$ cat config.mk
export PLATFORM = sky130hd
export DESIGN_NAME = backoff_timer
export DESIGN_NICKNAME = d
export VERILOG_FILES = /design/src/rtl/backoff_timer.sv
export SDC_FILE = /design/constraint.sdc
export NUM_CORES = 1
export LEC_CHECK = 0
export ABC_AREA = 1
export BUFFER_PORTS_ARGS = -buffer_cell sky130_fd_sc_hd__buf_2
export CORE_MARGIN = 2
export CORE_UTILIZATION = 45
export CTS_BUF_LIST = sky130_fd_sc_hd__clkbuf_8
export DETAILED_ROUTE_END_ITERATION = 10
export GPL_ROUTABILITY_DRIVEN = 0
export GPL_TIMING_DRIVEN = 0
export RECOVER_POWER = 50
export SLEW_MARGIN = 20
export SYNTH_ARGS = -nofsm -noshare
export SYNTH_HDL_FRONTEND = slang
export SYNTH_SLANG_ARGS = --single-unit
$ cat constraint.sdc
create_clock -name clk -period 5.2 [get_ports clk]
set_input_delay 1.04 -clock clk [delete_from_list [all_inputs] [get_ports clk]]
set_output_delay 1.04 -clock clk [all_outputs]
set_load 0.05 [all_outputs]
$ cat src/rtl/backoff_timer.sv
module backoff_timer #(
  parameter int SLOT_TICKS = 512,
  parameter int N_W        = 5,
  parameter int K_MAX      = 10,
  parameter logic [15:0] SEED = 16'hACE1
) (
  input  logic           clk,
  input  logic           rst_n,
  input  logic           start,
  input  logic [N_W-1:0] attempt_n,
  input  logic           bit_tick,
  input  logic           crs,
  input  logic           pause_en,
  output logic           busy,
  output logic           done
);
  localparam int TW = (SLOT_TICKS > 1) ? $clog2(SLOT_TICKS) : 1;
  localparam int KW = $clog2(K_MAX + 1);
  localparam int RW = K_MAX;

  logic [15:0]   lfsr;
  logic [KW-1:0] k;
  logic [RW:0]   one_k;
  logic [RW-1:0] mask, draw, slots;
  logic [TW-1:0] tick_cnt;
  logic          step, slot_end;

  assign k     = (attempt_n > N_W'(K_MAX)) ? KW'(K_MAX) : attempt_n[KW-1:0];
  assign one_k = (RW+1)'(1) << k;
  assign mask  = one_k[RW-1:0] - RW'(1);
  assign draw  = lfsr[RW-1:0] & mask;

  assign step     = busy & bit_tick & ~(pause_en & crs);
  assign slot_end = step & (tick_cnt == TW'(SLOT_TICKS - 1));

  always_ff @(posedge clk) begin
    if (!rst_n) lfsr <= SEED;
    else        lfsr <= {lfsr[14:0], lfsr[15] ^ lfsr[13] ^ lfsr[12] ^ lfsr[10]};
  end

  always_ff @(posedge clk) begin
    if (!rst_n) begin
      busy     <= 1'b0;
      done     <= 1'b0;
      slots    <= '0;
      tick_cnt <= '0;
    end else if (start) begin
      busy     <= (draw != '0);
      done     <= (draw == '0);
      slots    <= draw;
      tick_cnt <= '0;
    end else begin
      done <= 1'b0;
      if (slot_end) begin
        tick_cnt <= '0;
        slots    <= slots - RW'(1);
        if (slots == RW'(1)) begin
          busy <= 1'b0;
          done <= 1'b1;
        end
      end else if (step) begin
        tick_cnt <= tick_cnt + TW'(1);
      end
    end
  end
endmodule


==> run metrics, run 1 <==
dpl cell area=2030 um^2; Routed WL per cell=roughly 11 um; Reg-to-Reg Start=tick_cnt[0]$_SDFFE_PP0P_; hold path start=lfsr[14]$_SDFF_PN0_; post-route clock skew=between 0.009 and 0.01 ns; share of cells above drive strength 1=about a fifth; Total Wirelength=between 3000 and 4000 um; M3 GR Usage=4.39%; first-pass GRT wire length=~6400 um; number of I/O pins=13; Vias/cell=about 4.8; largest stage delay on the critical path=0.30 ns; pin count of the biggest net entering global routing=14; ys async rst share=0%; kind of cell adding the most delay to the critical path=simple AND/OR/NAND/NOR gates; grt met1 use=between 20% and 30%; synthesized netlist cell count=~260; RSZ-0062 raised after global routing=false; htree depth=2; Slowest-stage cell, CP=ha_1; post-route cell area=roughly 2100 um^2; WP buf/inv=3; Initial Utilization=around 47%; synth-to-layout area growth=11.4%; Most used DFF post-synth=dfxtp_1; clk slew on worst S/H paths=about 0.08 ns; share of the synthesized area in the top cell type=38.8%; worst setup margin=2.77 ns; final hold vios=0; GRT met2 Usage=~25%; mapped cell area=approximately 1900 um^2; Antenna Nets Post-Route=0; Post-CTS Hold Buffers=0; FF/Latch Area=around 740 um^2; Longest Clk Path Bufs=2; vias in the first global route=approximately 1.4k; total gr overflow=0; DR iter-0 viols=70; chip height=approximately 69 um; most common cell in the synthesized netlist=nand2_1; clk sink count=37; most used cell along the critical path=nor2_2; Post-DP HPWL=approximately 2800 um; worst path cell trace=buf_2 > nor2_2 > buf_6 > nand4_2 > ha_1 > inv_1 > nand2_1 > nand2_1 > nor2_2 > nand3_2 > nor2_2 > nand3_1 > nor2_2 > nor2_1 > nor2_2; fin crit share=a little under half; Setup Fix Bufs, Post-CTS=0; synth warn=0; cts repair resizes=0; DRC viols=0; number of buffers created by CTS=5; die area=4780 um^2; Slew Limit Fails=0; # fillers=~430; # diodes=0; WP data required=between 5 and 6 ns; Yosys reg bits=37; main area contributors after synthesis=dfxtp_1, nand2_1, inv_1; Most Crowded Layer GR=met2; row cnt=23; DR vias=about 1.6k; CP startpoint=attempt_n[3]; final setup TNS=0 ns; Slew @ Worst Pin=approximately 0.47 ns; Final nets=about 300; initial antenna violation count=0; CTS tree=done; Leakage=between 0.9 and 1 nW; Crit. End Element=flip-flop; Die Wd=69.1 um; max_cap viols=0; largest area contributor in the netlist=dfxtp_1; Root Driver=clkbuf_8; Hold Crit Class=reg -> reg; synth cell count leaders=nand2_1, dfxtp_1, inv_1, nor2_1, nand3_1; peak supply drop=~190 uV; Max Fanout on Critical Path=10; first drt pass iteration count=4; Worst slew margin=68.7%; Post-synth EDFFs=0; status=finished clean; data arrival time of the critical path=about 2.7 ns; PwrDens=between 300 and 400 nW/um^2; critical path class=in -> reg; Seq/Total Area, Yosys=between 30% and 40%; GRT Overall Usage=between 10% and 20%; port bufs=11; Core Footprint=between 4000 and 5000 um^2; final setup vio count=0; Critical Path Source Type=input port; average cell area after synthesis=7.31 um^2; post-synth cell types=32; crit path time final=2.43 ns; clk_lat worst skew=around 0.29 ns; pre-CTS setup slack=~2.5 ns; f_max=between 400 and 500 MHz; multi-input logic area=961 um^2; syn_nets=about 280
-- cell usage in the layout (no fill, tap or decap), types with 3 or more instances in the layout --
cell	instances
dfxtp_1	37
a21oi_1	12
ha_1	5
buf_2	11
inv_2	7
nand4_1	6
clkbuf_1	3
or2_2	6
nand2_1	56
nand3_1	19
nand2_2	4
inv_1	35
clkbuf_8	5
xor2_1	5
nor2_2	9
o21ai_1	10
o21ai_0	6
nor2_1	20
-- final timing paths --
path | to | slack (ns) | depth (start not counted)
setup / recovery | done$_SDFF_PN0_ | 2.77 | 15
setup reg to reg | slots[7]$_SDFFE_PN0P_ | 3.17 | 12
hold reg to reg | lfsr[15]$_SDFF_PN1_ | 0.42 | 1
hold / removal | lfsr[15]$_SDFF_PN1_ | 0.42 | 1
-- flip-flops by register name, indices dropped and copies added, names as in the netlist --
signal	cells
lfsr	16
slots	10
tick_cnt	9
busy	1
done	1
-- metal layers --
layer	part of all wire (%)	routed length, um
met3	3.2	115
met4	1.9	69
met1	54	1940
met5	0	0
met2	41	1490
-- final cells by class --
type	instances	share of cell area [%]
plain buffers	5	1.59
clock buffers	5	3.24
clock inverters	3	2.18
inverters	42	7.42
multi-input cells	177	45.2
flip-flops and latches	37	34.8
well taps	50	2.94
repair buffers	11	2.59
-- cell families (layout without fill, tap and decap cells) --
family / after synthesis / after routing / share of synthesized area [%]
fa+ha+maj: 5 / 5 / 3.28
xor+xnor: 6 / 6 / 2.75
flops: 37 / 37 / 38.8
compound gates: 33 / 33 / 9.57
simple gates: 133 / 133 / 35.5
buf+inv: 47 / 66 / 10.0
-- stage by stage --
stage / utilization (%) / std cells / hold WS (ns) / total power [mW]
after floorplan: - / 261 / 0.390 / 0.385
after detailed placement: 50.3 / 322 / 0.408 / 0.409
after CTS: 53.1 / 330 / 0.423 / 0.665
after global placement: 50.3 / 322 / 0.395 / 0.409
after global routing: 52.8 / 330 / 0.435 / 0.691
final: 52.8 / 330 / 0.417 / 0.652
-- power by group --
| group | total, mW | leakage (nW) | internal (mW) | switching, mW |
|---|---|---|---|---|
| registers | 0.310 | 0.305 | 0.299 | 0.0109 |
| clock network | 0.251 | 0.0543 | 0.143 | 0.107 |
| logic | 0.0915 | 0.616 | 0.0337 | 0.0578 |
No activity file was read; power rests on OpenSTA's default activity.
==> run 2: changes to the inputs <==
- clock period: 5.2 -> 2.15 ns (I/O delays scaled with it)
==> run 2 against run 1 <==
Effect of this change: design area increased by 0.59%; largest power group unchanged; core utilization is 0.31 points higher; global-route usage is the same; wire length rose by 0.19%; worst hold slack about the same; first-iteration DRC count down 1.4%; sequential power grew 140%; clock skew barely moved; critical path type is now reg -> reg; clock power up 140%.
==> run metrics, run 2 (synthesis results as in run 1) <==
critical path class=reg -> reg; final hold vios=0 (unchanged); DR vias=1593 (+0.13%); max_cap viols=0 (unchanged); RSZ-0062 raised after global routing=false; number of buffers created by CTS=5 (unchanged); Crit. End Element=flip-flop; chip height=69.1 um (unchanged); first drt pass iteration count=4 (unchanged); data arrival time of the critical path=2.09 ns (-0.57 ns); Routed WL per cell=11.0 um (+0.19%); Slew @ Worst Pin=0.587 ns (+0.118 ns); Slew Limit Fails=0 (unchanged); Regs by FF count=lfsr x16, slots x10, tick_cnt x9; Slowest-stage cell, CP=dfxtp_1; Root Driver=clkbuf_8; multi-input logic area=976 um^2 (+1.6%); pin count of the biggest net entering global routing=14 (unchanged); DRC viols=0 (unchanged); post-route cell area=2140 um^2 (+0.59%); Worst slew margin=61.0% (-7.7 points); post-route clock skew=0.00883 ns (-0.000231 ns); fin crit share=between 80% and 90%; # fillers=431 (-0.23%); share of cells above drive strength 1=20.7% (+0.36 points); GRT Overall Usage=16.6% (unchanged); WP data required=2.33 ns (-3.10 ns); cts repair resizes=0 (unchanged); PwrDens=739 nW/um^2 (+140%); Setup Fix Bufs, Post-CTS=0 (unchanged); worst path cell trace=ha_1 > nand4_1 > nor2_1 > ha_1 > inv_1 > nor2_2 > inv_2 > nand2_2 > inv_2 > nand2_2 > buf_6 > o22ai_1; row cnt=23 (unchanged); clk_lat worst skew=0.29 ns (about the same); Die Wd=69.1 um (unchanged); peak supply drop=458 uV (+140%); vias in the first global route=1433 (unchanged); die area=4780 um^2 (unchanged); Critical Path Source Type=flip-flop; Max Fanout on Critical Path=10 (unchanged); initial antenna violation count=0 (unchanged); number of I/O pins=13 (unchanged); status=finished clean; Post-CTS Hold Buffers=0 (unchanged); crit path time final=1.91 ns; # diodes=0 (unchanged); total gr overflow=0 (unchanged); Vias/cell=4.83 (+0.13%); Antenna Nets Post-Route=0 (unchanged); largest stage delay on the critical path=0.37 ns (+0.07 ns); Initial Utilization=47.4% (unchanged); Core Footprint=4030 um^2 (unchanged); FF/Latch Area=741 um^2 (unchanged); dpl cell area=2030 um^2 (unchanged); Largest register FFs=16 (unchanged); clk slew on worst S/H paths=0.08 ns (about the same); Post-DP HPWL=2780 um (unchanged); first-pass GRT wire length=6390 um (unchanged); Most flops, register=lfsr; Leakage=0.970 nW (-0.61%); Final nets=295 (unchanged); htree depth=2 (unchanged); synth-to-layout area growth=12.1%; Hold Crit Class=reg -> reg; Total Wirelength=3620 um (+0.19%); clk sink count=37 (unchanged); most common cell after layout, fill and taps aside=nand2_1; DR iter-0 viols=69 (-1.4%); most frequent cells in the layout=nand2_1, dfxtp_1, inv_1, nor2_1, nand3_1; f_max=524 MHz; CTS tree=done; final setup vio count=0 (unchanged); Longest Clk Path Bufs=2 (unchanged); port bufs=11 (unchanged); final setup TNS=0 ns (unchanged)
==> run 2: layer usage <==
layer	routed length [um]	vias up	GRT usage (%)
met2	1480	23	24.6
met5	0	-	0
met1	1930	695	22.7
met3	138	7	4.39
met4	69	0	7.41
li1	-	868	-
==> run 2: cell type report <==
type / count / area share (%)
well taps: 50 / 2.93
clock buffers: 5 / 3.22
clock inverters: 3 / 2.17
multi-input cells: 177 / 45.6
plain buffers: 5 / 1.58
repair buffers: 11 / 2.46
flip-flops and latches: 37 / 34.6
inverters: 42 / 7.37
==> run 2: worst max-delay path, delay by kind of cell (launching register included) <==
family	cells	cell delay [ns]
compound gates	1	0.08
fa+ha+maj	2	0.36
buf+inv	4	0.36
flops	1	0.37
simple gates	5	0.62
==> run 2: path summary, 6_finish.rpt <==
path	from	end	slack, ns	depth (start not counted)
hold / removal	lfsr[14]$_SDFF_PN0_	lfsr[15]$_SDFF_PN1_	0.42	1
hold reg to reg	lfsr[14]$_SDFF_PN0_	lfsr[15]$_SDFF_PN1_	0.42	1
setup reg to reg	tick_cnt[0]$_SDFFE_PP0P_	slots[7]$_SDFFE_PN0P_	0.24	12
setup / recovery	tick_cnt[0]$_SDFFE_PP0P_	slots[7]$_SDFFE_PN0P_	0.24	12
==> run 2: per-stage QoR <==
step / setup slack [ns] / util, % / power, mW / hold WS, ns / cells
after floorplan: 0.368 / - / 0.932 / 0.390 / 261
after global placement: 0.0377 / 50.3 / 0.988 / 0.395 / 322
after detailed placement: 0.0302 / 50.3 / 0.990 / 0.408 / 322
after CTS: 0.214 / 53.1 / 1.61 / 0.423 / 330
after global routing: 0.0545 / 53.1 / 1.67 / 0.435 / 330
final: 0.242 / 53.1 / 1.58 / 0.417 / 330
==> run 2: where the power goes <==
group	internal, mW	leakage (nW)	switching (mW)
registers	0.723	0.305	0.0271
clock network	0.347	0.0543	0.259
logic	0.0820	0.610	0.141
total	1.15	0.970	0.427
==> run 3: changes to the inputs <==
- PLACE_DENSITY: unset -> 0.74
==> run 3 against run 2 <==
Effect of this change: cell count stayed put; clock power fell by 13%; critical path depth unchanged; sequential power hardly changed; clock-buffer cell count up 2; global-route usage is 0.65 points lower; power is 5.0% lower; critical endpoint unchanged; worst hold slack better by 0.0011 ns; largest cell class unchanged; sequential share of layout area increased by 0.22 points.
==> run metrics, run 3 (synthesis results as in run 1) <==
status=finished clean; clk sink count=37 (unchanged); vias in the first global route=1470 (+2.6%); Slew Limit Fails=0 (unchanged); Vias/cell=4.86 (+0.75%); RSZ-0062 raised after global routing=false; Post-DP HPWL=2740 um (-1.3%); P_int=1.10 mW (-4.9%); share of cells above drive strength 1=20.7% (unchanged); port bufs=11 (unchanged); FF/Latch Area=741 um^2 (unchanged); final setup vio count=0 (unchanged); worst path cell trace=ha_1 > nand4_1 > nor2_1 > ha_1 > inv_1 > nor2_2 > inv_2 > nand2_2 > inv_2 > nand2_2 > buf_6 > o22ai_1; row cnt=23 (unchanged); # diodes=0 (unchanged); CP endpoint=slots[7]$_SDFFE_PN0P_; pre-CTS setup slack=0.0504 ns (+0.0203 ns); Most flops, register=lfsr; power after layout=1.50 mW (-5.0%); number of I/O pins=13 (unchanged); Longest Clk Path Bufs=2 (unchanged); first-pass GRT wire length=6230 um (-2.5%); Hold Crit Class=reg -> reg; largest stage delay on the critical path=0.37 ns (about the same); Clk network pwr share=35.3% (-3.1 points); Leakage=0.969 nW (about the same); hold path start=lfsr[14]$_SDFF_PN0_; Reg2Reg Setup Slack=0.26 ns (+0.02 ns); Comb pwr share=14.8% (+0.7 points); max_cap viols=0 (unchanged); kind of cell adding the most delay to the critical path=simple AND/OR/NAND/NOR gates; fin crit share=87.8% (-0.96 points); chip height=69.1 um (unchanged); cts repair resizes=0 (unchanged); worst r2r path cells=12 (unchanged); Worst path depth=12 (unchanged); clk slew on worst S/H paths=0.07 ns (about the same); GRT Overall Usage=16.0% (-0.65 points); Initial Utilization=47.4% (unchanged); Slew @ Worst Pin=0.588 ns (+0.000912 ns); pin count of the biggest net entering global routing=12 (-2); final hold slack=0.418 ns (+0.00114 ns); CP startpoint=tick_cnt[0]$_SDFFE_PP0P_; clk_lat worst skew=0.29 ns (about the same); Largest register FFs=16 (unchanged); P_sw=0.406 mW (-5.0%); placed cell count=322 (unchanged); first drt pass iteration count=4 (unchanged); Final nets=295 (unchanged); Seq pwr share=49.9% (+2.4 points); Antenna Nets Post-Route=0 (unchanged); number of buffers created by CTS=5 (unchanged); fin cells=330 (unchanged); critical path class=reg -> reg; R2R Path End=slots[7]$_SDFFE_PN0P_; most frequent cells in the layout=nand2_1, dfxtp_1, inv_1, nor2_1, nand3_1; Worst slew margin=61.0% (about the same); Post-CTS Hold Buffers=0 (unchanged); # fillers=414 (-3.9%); final hold vios=0 (unchanged); CTS tree=done; DRC viols=0 (unchanged); Routed WL per cell=10.8 um (-1.2%); total gr overflow=0 (unchanged); f_max=530 MHz (+1.1%); DR iter-0 viols=85 (+23%); data arrival time of the critical path=2.06 ns (-0.03 ns); most common cell after layout, fill and taps aside=nand2_1; Root Driver=clkbuf_8; final setup TNS=0 ns (unchanged); htree depth=2 (unchanged); Crit. End Element=flip-flop; Core Footprint=4030 um^2 (unchanged); worst setup margin=0.262 ns (+0.0207 ns); die area=4780 um^2 (unchanged); post-route clock skew=0.00625 ns (-0.00257 ns); Max Fanout on Critical Path=10 (unchanged); synth-to-layout area growth=11.3%; switching share of power=27.0% (about the same); Die Wd=69.1 um (unchanged); crit path time final=1.89 ns (-0.0207 ns); WP data required=2.33 ns (about the same); Total Wirelength=3580 um (-1.2%); Reg-to-Reg Start=tick_cnt[0]$_SDFFE_PP0P_; WP buf/inv=4 (unchanged); peak supply drop=381 uV (-17%); Regs by FF count=lfsr x16, slots x10, tick_cnt x9; Setup Fix Bufs, Post-CTS=0 (unchanged); Critical Path Source Type=flip-flop; initial antenna violation count=0 (unchanged); Slowest-stage cell, CP=dfxtp_1; PwrDens=707 nW/um^2 (-4.3%); DR vias=1605 (+0.75%); multi-input logic area=976 um^2 (unchanged)
==> run 3: cell count changes in the layout (fill, tap and decap cells not counted), sizes merged <==
cell      change
bufinv        -1
clkinvlp      -1
clkbuf        +2
==> run 3: worst min path at each step <==
stage,cells after the start,slack (ns),to
finish,1,0.42,lfsr[15]$_SDFF_PN1_
CTS,1,0.42,lfsr[15]$_SDFF_PN1_
global placement,1,0.40,lfsr[15]$_SDFF_PN1_
floorplan,2,0.39,lfsr[12]$_SDFF_PN0_
detailed placement,1,0.41,lfsr[15]$_SDFF_PN1_
global route,1,0.44,lfsr[15]$_SDFF_PN1_
==> run 3: power by group through the flow <==
stage / registers (mW) / clock network (mW) / logic (mW)
final: 0.749 / 0.529 / 0.223
after global routing: 0.754 / 0.577 / 0.257
after CTS: 0.749 / 0.551 / 0.225
after detailed placement: 0.765 / 0 / 0.223
after global placement: 0.764 / 0 / 0.220
after floorplan: 0.764 / 0 / 0.168
==> run 3: area by class of cell <==
| cell class | instances | area share [%] |
|---|---|---|
| multi-input cells | 177 | 45.9 |
| flip-flops and latches | 37 | 34.9 |
| inverters | 42 | 7.42 |
| clock buffers | 7 | 4.53 |
| well taps | 50 | 2.94 |
| repair buffers | 11 | 2.47 |
| plain buffers | 5 | 1.59 |
| clock inverters | 1 | 0.236 |
==> run 3: layer usage <==
layer,vias to the layer above,track usage [%],wire [um]
met5,-,0,0
li1,865,-,-
met4,0,5.88,50
met1,716,20.5,1780
met2,20,26.0,1640
met3,4,3.95,114
==> run 3: metrics by stage <==
step	util [%]	area (um^2)
final	52.7	2120
after global routing	52.7	2120
after CTS	52.8	2130
after detailed placement	50.3	2030
after global placement	50.3	2030
after floorplan	-	1910
